[src/rtl/kbd_irq_pkg.sv]
package kbd_irq_pkg;
   typedef enum logic [2:0] {
      PH_IDLE,
      PH_STAT,
      PH_KEY,
      PH_ENTRY,
      PH_RDRET,
      PH_LDRET
   } phase_e;

   localparam int MOD_BITS = 4;
endpackage

[src/rtl/kbd_evt_fifo.sv]
module kbd_evt_fifo #(
   parameter int W     = 21,
   parameter int DEPTH = 4
) (
   input  logic         clk,
   input  logic         rst_n,
   input  logic         push,
   input  logic [W-1:0] din,
   input  logic         pop,
   output logic [W-1:0] dout,
   output logic         empty,
   output logic         dropped
);
   localparam int PW = (DEPTH > 1) ? $clog2(DEPTH) : 1;
   localparam int CW = $clog2(DEPTH + 1);

   initial begin
      assert (DEPTH >= 2) else $error("kbd_evt_fifo: DEPTH must be at least 2");
   end

   logic [W-1:0]  store_q [DEPTH];
   logic [PW-1:0] wr_ptr_q, rd_ptr_q, wr_nxt, rd_nxt;
   logic [CW-1:0] cnt_q;
   logic          full, do_push, do_pop;

   assign full    = (cnt_q == CW'(DEPTH));
   assign empty   = (cnt_q == '0);
   assign do_push = push & ~full;
   assign do_pop  = pop & ~empty;
   assign dropped = push & full;
   assign dout    = store_q[rd_ptr_q];

   generate
      if ((DEPTH & (DEPTH - 1)) == 0) begin : g_pow2
         assign wr_nxt = wr_ptr_q + PW'(1);
         assign rd_nxt = rd_ptr_q + PW'(1);
      end else begin : g_wrap
         assign wr_nxt = (wr_ptr_q == PW'(DEPTH - 1)) ? '0 : wr_ptr_q + PW'(1);
         assign rd_nxt = (rd_ptr_q == PW'(DEPTH - 1)) ? '0 : rd_ptr_q + PW'(1);
      end
   endgenerate

   always_ff @(posedge clk) begin
      if (do_push) store_q[wr_ptr_q] <= din;
   end

   always_ff @(posedge clk or negedge rst_n) begin
      if (!rst_n) begin
         wr_ptr_q <= '0;
         rd_ptr_q <= '0;
         cnt_q    <= '0;
      end else begin
         if (do_push) wr_ptr_q <= wr_nxt;
         if (do_pop)  rd_ptr_q <= rd_nxt;
         case ({do_push, do_pop})
            2'b10:   cnt_q <= cnt_q + CW'(1);
            2'b01:   cnt_q <= cnt_q - CW'(1);
            default: cnt_q <= cnt_q;
         endcase
      end
   end


   full_holds_chk: assert property (@(posedge clk) disable iff (!rst_n)
      (full && push && !pop) |=> full);


   drop_only_full_chk: assert property (@(posedge clk) disable iff (!rst_n)
      dropped |-> !empty);
endmodule

[src/rtl/kbd_status_fmt.sv]
module kbd_status_fmt #(
   parameter int DW = 16
) (
   input  logic                               release_evt,
   input  logic [kbd_irq_pkg::MOD_BITS-1:0]   mods,
   output logic [DW-1:0]                      status
);
   initial begin
      assert (DW > kbd_irq_pkg::MOD_BITS) else $error("kbd_status_fmt: DW too narrow");
   end

   always_comb begin
      status                             = '0;
      status[0]                          = release_evt;
      status[kbd_irq_pkg::MOD_BITS:1]    = mods;
   end
endmodule

[src/rtl/kbd_irq_seq.sv]
module kbd_irq_seq
   import kbd_irq_pkg::*;
#(
   parameter int   AW           = 16,
   parameter int   KEY_W        = 16,
   parameter logic INT_EN_RESET = 1'b1
) (
   input  logic                clk,
   input  logic                rst_n,
   input  logic                ev_avail,
   input  logic                ev_release,
   input  logic [MOD_BITS-1:0] ev_mods,
   input  logic [KEY_W-1:0]    ev_key,
   output logic                ev_pop,
   input  logic                reti,
   input  logic [AW-1:0]       status_ptr,
   input  logic [AW-1:0]       key_ptr,
   input  logic [AW-1:0]       press_vec,
   input  logic [AW-1:0]       release_vec,
   input  logic [AW-1:0]       core_ip,
   input  logic [AW-1:0]       core_sp,
   input  logic [AW-1:0]       mem_rdata,
   output logic                mem_we,
   output logic                mem_re,
   output logic [AW-1:0]       mem_addr,
   output logic [AW-1:0]       mem_wdata,
   output logic                pc_load,
   output logic [AW-1:0]       pc_value,
   output logic [AW-1:0]       sp_value,
   output logic                wake,
   output logic                irq_en
);
   initial begin
      assert (KEY_W <= AW) else $error("kbd_irq_seq: KEY_W wider than AW");
   end

   phase_e              phase_q;
   logic                irq_en_q, ret_pend_q, take_ret, enter;
   logic                cur_rel_q;
   logic [MOD_BITS-1:0] cur_mods_q;
   logic [KEY_W-1:0]    cur_key_q;
   logic [AW-1:0]       handler, status_word;

   kbd_status_fmt #(.DW(AW)) u_fmt (
      .release_evt (cur_rel_q),
      .mods        (cur_mods_q),
      .status      (status_word)
   );

   assign take_ret = (phase_q == PH_IDLE) & ret_pend_q;
   assign ev_pop   = (phase_q == PH_IDLE) & ~ret_pend_q & ev_avail;
   assign handler  = cur_rel_q ? release_vec : press_vec;
   assign enter    = irq_en_q & (handler != '0);
   assign irq_en   = irq_en_q;

   always_ff @(posedge clk or negedge rst_n) begin
      if (!rst_n) begin
         phase_q    <= PH_IDLE;
         irq_en_q   <= INT_EN_RESET;
         ret_pend_q <= 1'b0;
         cur_rel_q  <= 1'b0;
         cur_mods_q <= '0;
         cur_key_q  <= '0;
      end else begin
         ret_pend_q <= (ret_pend_q & ~take_ret) | reti;
         unique case (phase_q)
            PH_IDLE: begin
               if (take_ret) begin
                  phase_q <= PH_RDRET;
               end else if (ev_avail) begin
                  phase_q    <= PH_STAT;
                  cur_rel_q  <= ev_release;
                  cur_mods_q <= ev_mods;
                  cur_key_q  <= ev_key;
               end
            end
            PH_STAT:  phase_q <= PH_KEY;
            PH_KEY:   phase_q <= enter ? PH_ENTRY : PH_IDLE;
            PH_ENTRY: begin
               phase_q  <= PH_IDLE;
               irq_en_q <= 1'b0;
            end
            PH_RDRET: phase_q <= PH_LDRET;
            PH_LDRET: begin
               phase_q  <= PH_IDLE;
               irq_en_q <= 1'b1;
            end
            default:  phase_q <= PH_IDLE;
         endcase
      end
   end

   always_comb begin
      mem_we    = 1'b0;
      mem_re    = 1'b0;
      mem_addr  = '0;
      mem_wdata = '0;
      pc_load   = 1'b0;
      pc_value  = '0;
      sp_value  = '0;
      wake      = 1'b0;
      unique case (phase_q)
         PH_STAT: begin
            mem_we    = 1'b1;
            mem_addr  = status_ptr;
            mem_wdata = status_word;
         end
         PH_KEY: begin
            mem_we    = 1'b1;
            mem_addr  = key_ptr;
            mem_wdata = AW'(cur_key_q);
         end
         PH_ENTRY: begin
            mem_we    = 1'b1;
            mem_addr  = core_sp;
            mem_wdata = core_ip;
            pc_load   = 1'b1;
            pc_value  = handler;
            sp_value  = core_sp + AW'(2);
            wake      = 1'b1;
         end
         PH_RDRET: begin
            mem_re   = 1'b1;
            mem_addr = core_sp - AW'(2);
         end
         PH_LDRET: begin
            pc_load  = 1'b1;
            pc_value = mem_rdata;
            sp_value = core_sp - AW'(2);
         end
         default: ;
      endcase
   end


   entry_store_chk: assert property (@(posedge clk) disable iff (!rst_n)
      wake |-> (mem_we && pc_load && pc_value != '0));


   mask_after_entry_chk: assert property (@(posedge clk) disable iff (!rst_n)
      wake |=> !irq_en);


   entry_needs_enable_chk: assert property (@(posedge clk) disable iff (!rst_n)
      wake |-> irq_en);


   unmask_after_ret_chk: assert property (@(posedge clk) disable iff (!rst_n)
      (pc_load && !wake) |=> irq_en);


   read_then_load_chk: assert property (@(posedge clk) disable iff (!rst_n)
      mem_re |=> (pc_load && !wake));


   one_access_chk: assert property (@(posedge clk) disable iff (!rst_n)
      !(mem_we && mem_re));
endmodule

[src/rtl/kbd_irq_ctrl.sv]
module kbd_irq_ctrl
   import kbd_irq_pkg::*;
#(
   parameter int   AW           = 16,
   parameter int   KEY_W        = 16,
   parameter int   QDEPTH       = 4,
   parameter logic INT_EN_RESET = 1'b1
) (
   input  logic                clk,
   input  logic                rst_n,
   input  logic                desc_load,
   input  logic [AW-1:0]       desc_status_ptr,
   input  logic [AW-1:0]       desc_key_ptr,
   input  logic [AW-1:0]       desc_press_vec,
   input  logic [AW-1:0]       desc_release_vec,
   input  logic                evt_valid,
   input  logic                evt_release,
   input  logic [3:0]          evt_mods,
   input  logic [KEY_W-1:0]    evt_key,
   input  logic                reti,
   input  logic [AW-1:0]       core_ip,
   input  logic [AW-1:0]       core_sp,
   input  logic [AW-1:0]       mem_rdata,
   output logic                mem_we,
   output logic                mem_re,
   output logic [AW-1:0]       mem_addr,
   output logic [AW-1:0]       mem_wdata,
   output logic                pc_load,
   output logic [AW-1:0]       pc_value,
   output logic [AW-1:0]       sp_value,
   output logic                wake,
   output logic                irq_enabled,
   output logic                evt_overflow
);
   localparam int EW = KEY_W + MOD_BITS + 1;

   logic [AW-1:0] status_ptr_q, key_ptr_q, press_vec_q, release_vec_q;
   logic          loaded_q, ovf_q;
   logic          q_empty, q_drop, q_pop;
   logic [EW-1:0] q_out;

   always_ff @(posedge clk or negedge rst_n) begin
      if (!rst_n) begin
         status_ptr_q  <= '0;
         key_ptr_q     <= '0;
         press_vec_q   <= '0;
         release_vec_q <= '0;
         loaded_q      <= 1'b0;
         ovf_q         <= 1'b0;
      end else begin
         if (desc_load) begin
            status_ptr_q  <= desc_status_ptr;
            key_ptr_q     <= desc_key_ptr;
            press_vec_q   <= desc_press_vec;
            release_vec_q <= desc_release_vec;
            loaded_q      <= 1'b1;
         end
         if (q_drop) ovf_q <= 1'b1;
      end
   end

   kbd_evt_fifo #(.W(EW), .DEPTH(QDEPTH)) u_fifo (
      .clk     (clk),
      .rst_n   (rst_n),
      .push    (evt_valid & loaded_q),
      .din     ({evt_release, evt_mods, evt_key}),
      .pop     (q_pop),
      .dout    (q_out),
      .empty   (q_empty),
      .dropped (q_drop)
   );

   kbd_irq_seq #(.AW(AW), .KEY_W(KEY_W), .INT_EN_RESET(INT_EN_RESET)) u_seq (
      .clk         (clk),
      .rst_n       (rst_n),
      .ev_avail    (~q_empty),
      .ev_release  (q_out[EW-1]),
      .ev_mods     (q_out[EW-2:KEY_W]),
      .ev_key      (q_out[KEY_W-1:0]),
      .ev_pop      (q_pop),
      .reti        (reti),
      .status_ptr  (status_ptr_q),
      .key_ptr     (key_ptr_q),
      .press_vec   (press_vec_q),
      .release_vec (release_vec_q),
      .core_ip     (core_ip),
      .core_sp     (core_sp),
      .mem_rdata   (mem_rdata),
      .mem_we      (mem_we),
      .mem_re      (mem_re),
      .mem_addr    (mem_addr),
      .mem_wdata   (mem_wdata),
      .pc_load     (pc_load),
      .pc_value    (pc_value),
      .sp_value    (sp_value),
      .wake        (wake),
      .irq_en      (irq_enabled)
   );

   assign evt_overflow = ovf_q;


   ovf_sticky_chk: assert property (@(posedge clk) disable iff (!rst_n)
      evt_overflow |=> evt_overflow);


   no_write_unloaded_chk: assert property (@(posedge clk) disable iff (!rst_n)
      !loaded_q |-> !mem_we);
endmodule

[config.mk]
export PLATFORM = sky130hd
export DESIGN_NAME = kbd_irq_ctrl
export DESIGN_NICKNAME = d
export VERILOG_FILES = /design/src/rtl/kbd_irq_pkg.sv /design/src/rtl/kbd_evt_fifo.sv /design/src/rtl/kbd_status_fmt.sv /design/src/rtl/kbd_irq_seq.sv /design/src/rtl/kbd_irq_ctrl.sv
export SDC_FILE = /design/constraint.sdc
export NUM_CORES = 1
export LEC_CHECK = 0
export ABC_AREA = 1
export ABC_CLOCK_PERIOD_IN_PS = 2000
export BUFFER_PORTS_ARGS = -buffer_cell sky130_fd_sc_hd__buf_2
export CORE_UTILIZATION = 25
export CTS_CLUSTER_SIZE = 24
export DETAILED_ROUTE_END_ITERATION = 7
export PLACE_DENSITY = 0.56
export SETUP_SLACK_MARGIN = 0.02
export SLEW_MARGIN = 15
export SYNTH_ARGS = -nofsm -noshare
export SYNTH_HDL_FRONTEND = slang
export SYNTH_SLANG_ARGS = --single-unit
[constraint.sdc]
create_clock -name clk -period 2 [get_ports clk]
set_input_delay 0.4 -clock clk [delete_from_list [all_inputs] [get_ports clk]]
set_output_delay 0.4 -clock clk [all_outputs]
set_load 0.01 [all_outputs]
==> out/metrics.yaml <==
outcome: "finished with violations"
violations: "negative setup slack"
gp_congestion: 0.849
crit_chain: "nand2_4, nor2_4, buf_12, buf_8, clkbuf_16, a22o_1, buf_2"
syn_nets: 1119
finish.net_count: 1348
overflow: 0
dp.cells: 1626
antenna_left: 0
worst_slack_ps: -237
fin_area_um2: 11800
core_um2: 34600
period_needed_ps: 2240
ir_worst_vdd_v: 0.000658
grt_setup_unrepaired: "true"
clock-skew-final_ps: 17.9
hp-class: "primary input to flop"
cts_max_level: 4
leakage_nw: 5.35
synthesis.instances: 973
hold_slack_ps: 138
clk_pin_slew_ps: 70
drv_cap: 0
avgRoutedWirePerCell_um: 15.9
cts_tree: "yes"
io_pins: 208
cp_top_family: "buffers and inverters"
power_frac_clock_pct: 25.9
cp-end-kind: "output pin"
reg2reg_from: "u_seq.phase_q[1]"
yosys_warnings: 0
slew_violations: 0
crit_buf_inv: 4
setup_viol: 67
worstSetupPathType: "flop to output pin"
area_growth_pct: 33.9
final_common_cell: "nand2_1"
crit_end: "pc_value[9]"
dr_total_vias: 7458
final_cell_mix: "nand2_1 (272), buf_2 (202), dfrtp_1 (95)"
post-dp-hpwl_um: 18700
antenna_found_initial: 2
fmax_mhz: 447
dieArea_um2: 36100
instances_no_fill: 1672
rrSetupSlack_ps: 10
syn_area_um2: 8830
grtUsageTotal_pct: 14.9
drt_pass1_iterations: 4
grt_pass1_wl_um: 40900
hold_viol: 0
tightestPinTransition_ps: 499
critical_path_depth: 7
critPathArrivalTime_ps: 1840
cp_max_fo: 8
power_density_nw_per_um2: 1190
power_frac_seq_pct: 36.0
clk_path_buf_depth: 2
root_buffer: "clkbuf_16"
drt_iter0_markers: 381
worst_setup_path_start_kind: "flop"
crit_start: "u_seq.phase_q[1]"
row_count: 68
clkLatencyLatePin_ps: 450
grt_max_degree: 47
finalCritPeriodShare_pct: 112
cp_slowest_cell: "dfrtp_2"
r2r-end: "u_fifo.cnt_q[2]"
die_h_um: 190
dpl_worst_slack_ps: -105
share_comb_of_total_power_pct: 38.1
drive_above_1_share_pct: 31.4
internal_power_mw: 8.81
drc: 0
ys_seq_area_share_pct: 56.6
relSlewSlack_pct: 66.7
start_util_pct: 25.5
clkSinkCount: 183
drt_wl_total_um: 26500
power.switching_fraction_pct: 37.6
ff2ff_path_depth: 12
synth_ff_type: "dfrtp_1"
cpPeakStageDelay_ps: 470
tns_ps: -10810
viasPerCell: 4.46
synth_seq_cells: 183
async_flop_share_pct: 54.1
place_area_um2: 10700
synth.distinct_cells: 42
fill_cells: 3589
grt_pass1_vias: 7389
avgSynthCellArea_um2: 9.07
netSwitchingPower_mw: 5.31
cts_buffers: 17
die_x_um: 190
synth_edf_count: 84
io_buffers: 207
cp.required_ps: 1600
## cells by family after synthesis
logic type	after synthesis	share of synthesized area (%)
AND/OR/NAND/NOR	428	19.8
AO/OA/AOI/OAI	189	13.2
flip-flops	183	56.6
buffers and inverters	148	7.43
XOR/XNOR	17	1.69
adder cells (fa/ha/maj)	8	1.22
## synth_stat cells, types with 14 or more instances
| cell | instances | share of area [%] |
|---|---|---|
| a21oi_1 | 17 | 0.96 |
| a22o_1 | 17 | 1.7 |
| buf_2 | 30 | 1.7 |
| clkbuf_1 | 16 | 0.68 |
| dfrtp_1 | 98 | 28 |
| edfxtp_1 | 84 | 29 |
| inv_1 | 80 | 3.4 |
| nand2_1 | 280 | 12 |
| nand3_1 | 18 | 1.0 |
| nor2_1 | 100 | 4.3 |
| o21ai_0 | 74 | 4.2 |
| o21ai_1 | 29 | 1.6 |
| o32ai_1 | 22 | 2.2 |
| xor2_1 | 14 | 1.4 |
## worst min-delay path by stage
stage / start / to / slack, ps / cells after the start
after floorplan: rst_n / evt_overflow / 100 / 0
after global placement: rst_n / press_vec_q[0] / 330 / 1
after detailed placement: rst_n / press_vec_q[0] / 330 / 1
after CTS: reti / u_seq.ret_pend_q / 110 / 2
after global routing: desc_release_vec[14] / release_vec_q[14] / 130 / 3
final: reti / u_seq.ret_pend_q / 140 / 2
## registers in the layout, summed over array words and instances, names as in the netlist
signal and cells:
loaded_q 1, evt_overflow 1, press_vec_q 16, u_fifo.wr_ptr_q 2, u_seq.irq_en 1, u_seq.phase_q 3
u_fifo.store_q 84, key_ptr_q 16, release_vec_q 16, u_fifo.cnt_q 3, u_seq.ret_pend_q 1, u_seq.cur_key_q 16
status_ptr_q 16, u_fifo.rd_ptr_q 2, u_seq.cur_rel_q 1, u_seq.cur_mods_q 4
## what timing repair did
item | CTS | global route
setup endpoints to repair | 68 | 72
buffers inserted | 6 | 2
hold buffers | 1 | 0
resized for setup | 48 | 47
pin swaps | 5 | 12
gates cloned | 2 | 1
hold endpoints to repair | 19 | 0
## layer usage
| layer | wire length [µm] | share of wire [%] | global-route usage (%) |
|---|---|---|---|
| met4 | 433 | 1.6 | 4.50 |
| met3 | 1260 | 4.8 | 3.25 |
| met2 | 12900 | 49 | 25.1 |
| met5 | 8 | 0.030 | 0 |
| met1 | 11900 | 45 | 18.9 |
## power by group through the flow
stage	registers (mW)	clock network, mW	logic, mW
floorplan	5.04	0	3.02
global placement	5.12	0	4.96
detailed placement	5.14	0	5.01
CTS	5.08	3.80	5.30
global route	5.17	3.94	5.97
finish	5.08	3.66	5.38
## metrics by stage
stage / utilization [%] / power (mW)
floorplan: - / 8.06
detailed placement: 30.8 / 10.1
finish: 34.1 / 14.1
global route: 34.1 / 15.1
global placement: 30.8 / 10.1
CTS: 33.5 / 14.2
## area by class of cell
| cell class | instances | area [µm²] | area share [%] |
|---|---|---|---|
| clock inverter | 15 | 221 | 1.87 |
| multi-input combinational | 642 | 3430 | 29.0 |
| tap | 455 | 569 | 4.81 |
| sequential | 183 | 5000 | 42.3 |
| timing repair buffer | 265 | 1800 | 15.2 |
| inverter | 93 | 367 | 3.10 |
| antenna | 2 | 5.00 | 0.0423 |
| clock buffer | 17 | 425 | 3.60 |
Note: power is estimated with default switching activity, not from simulation.
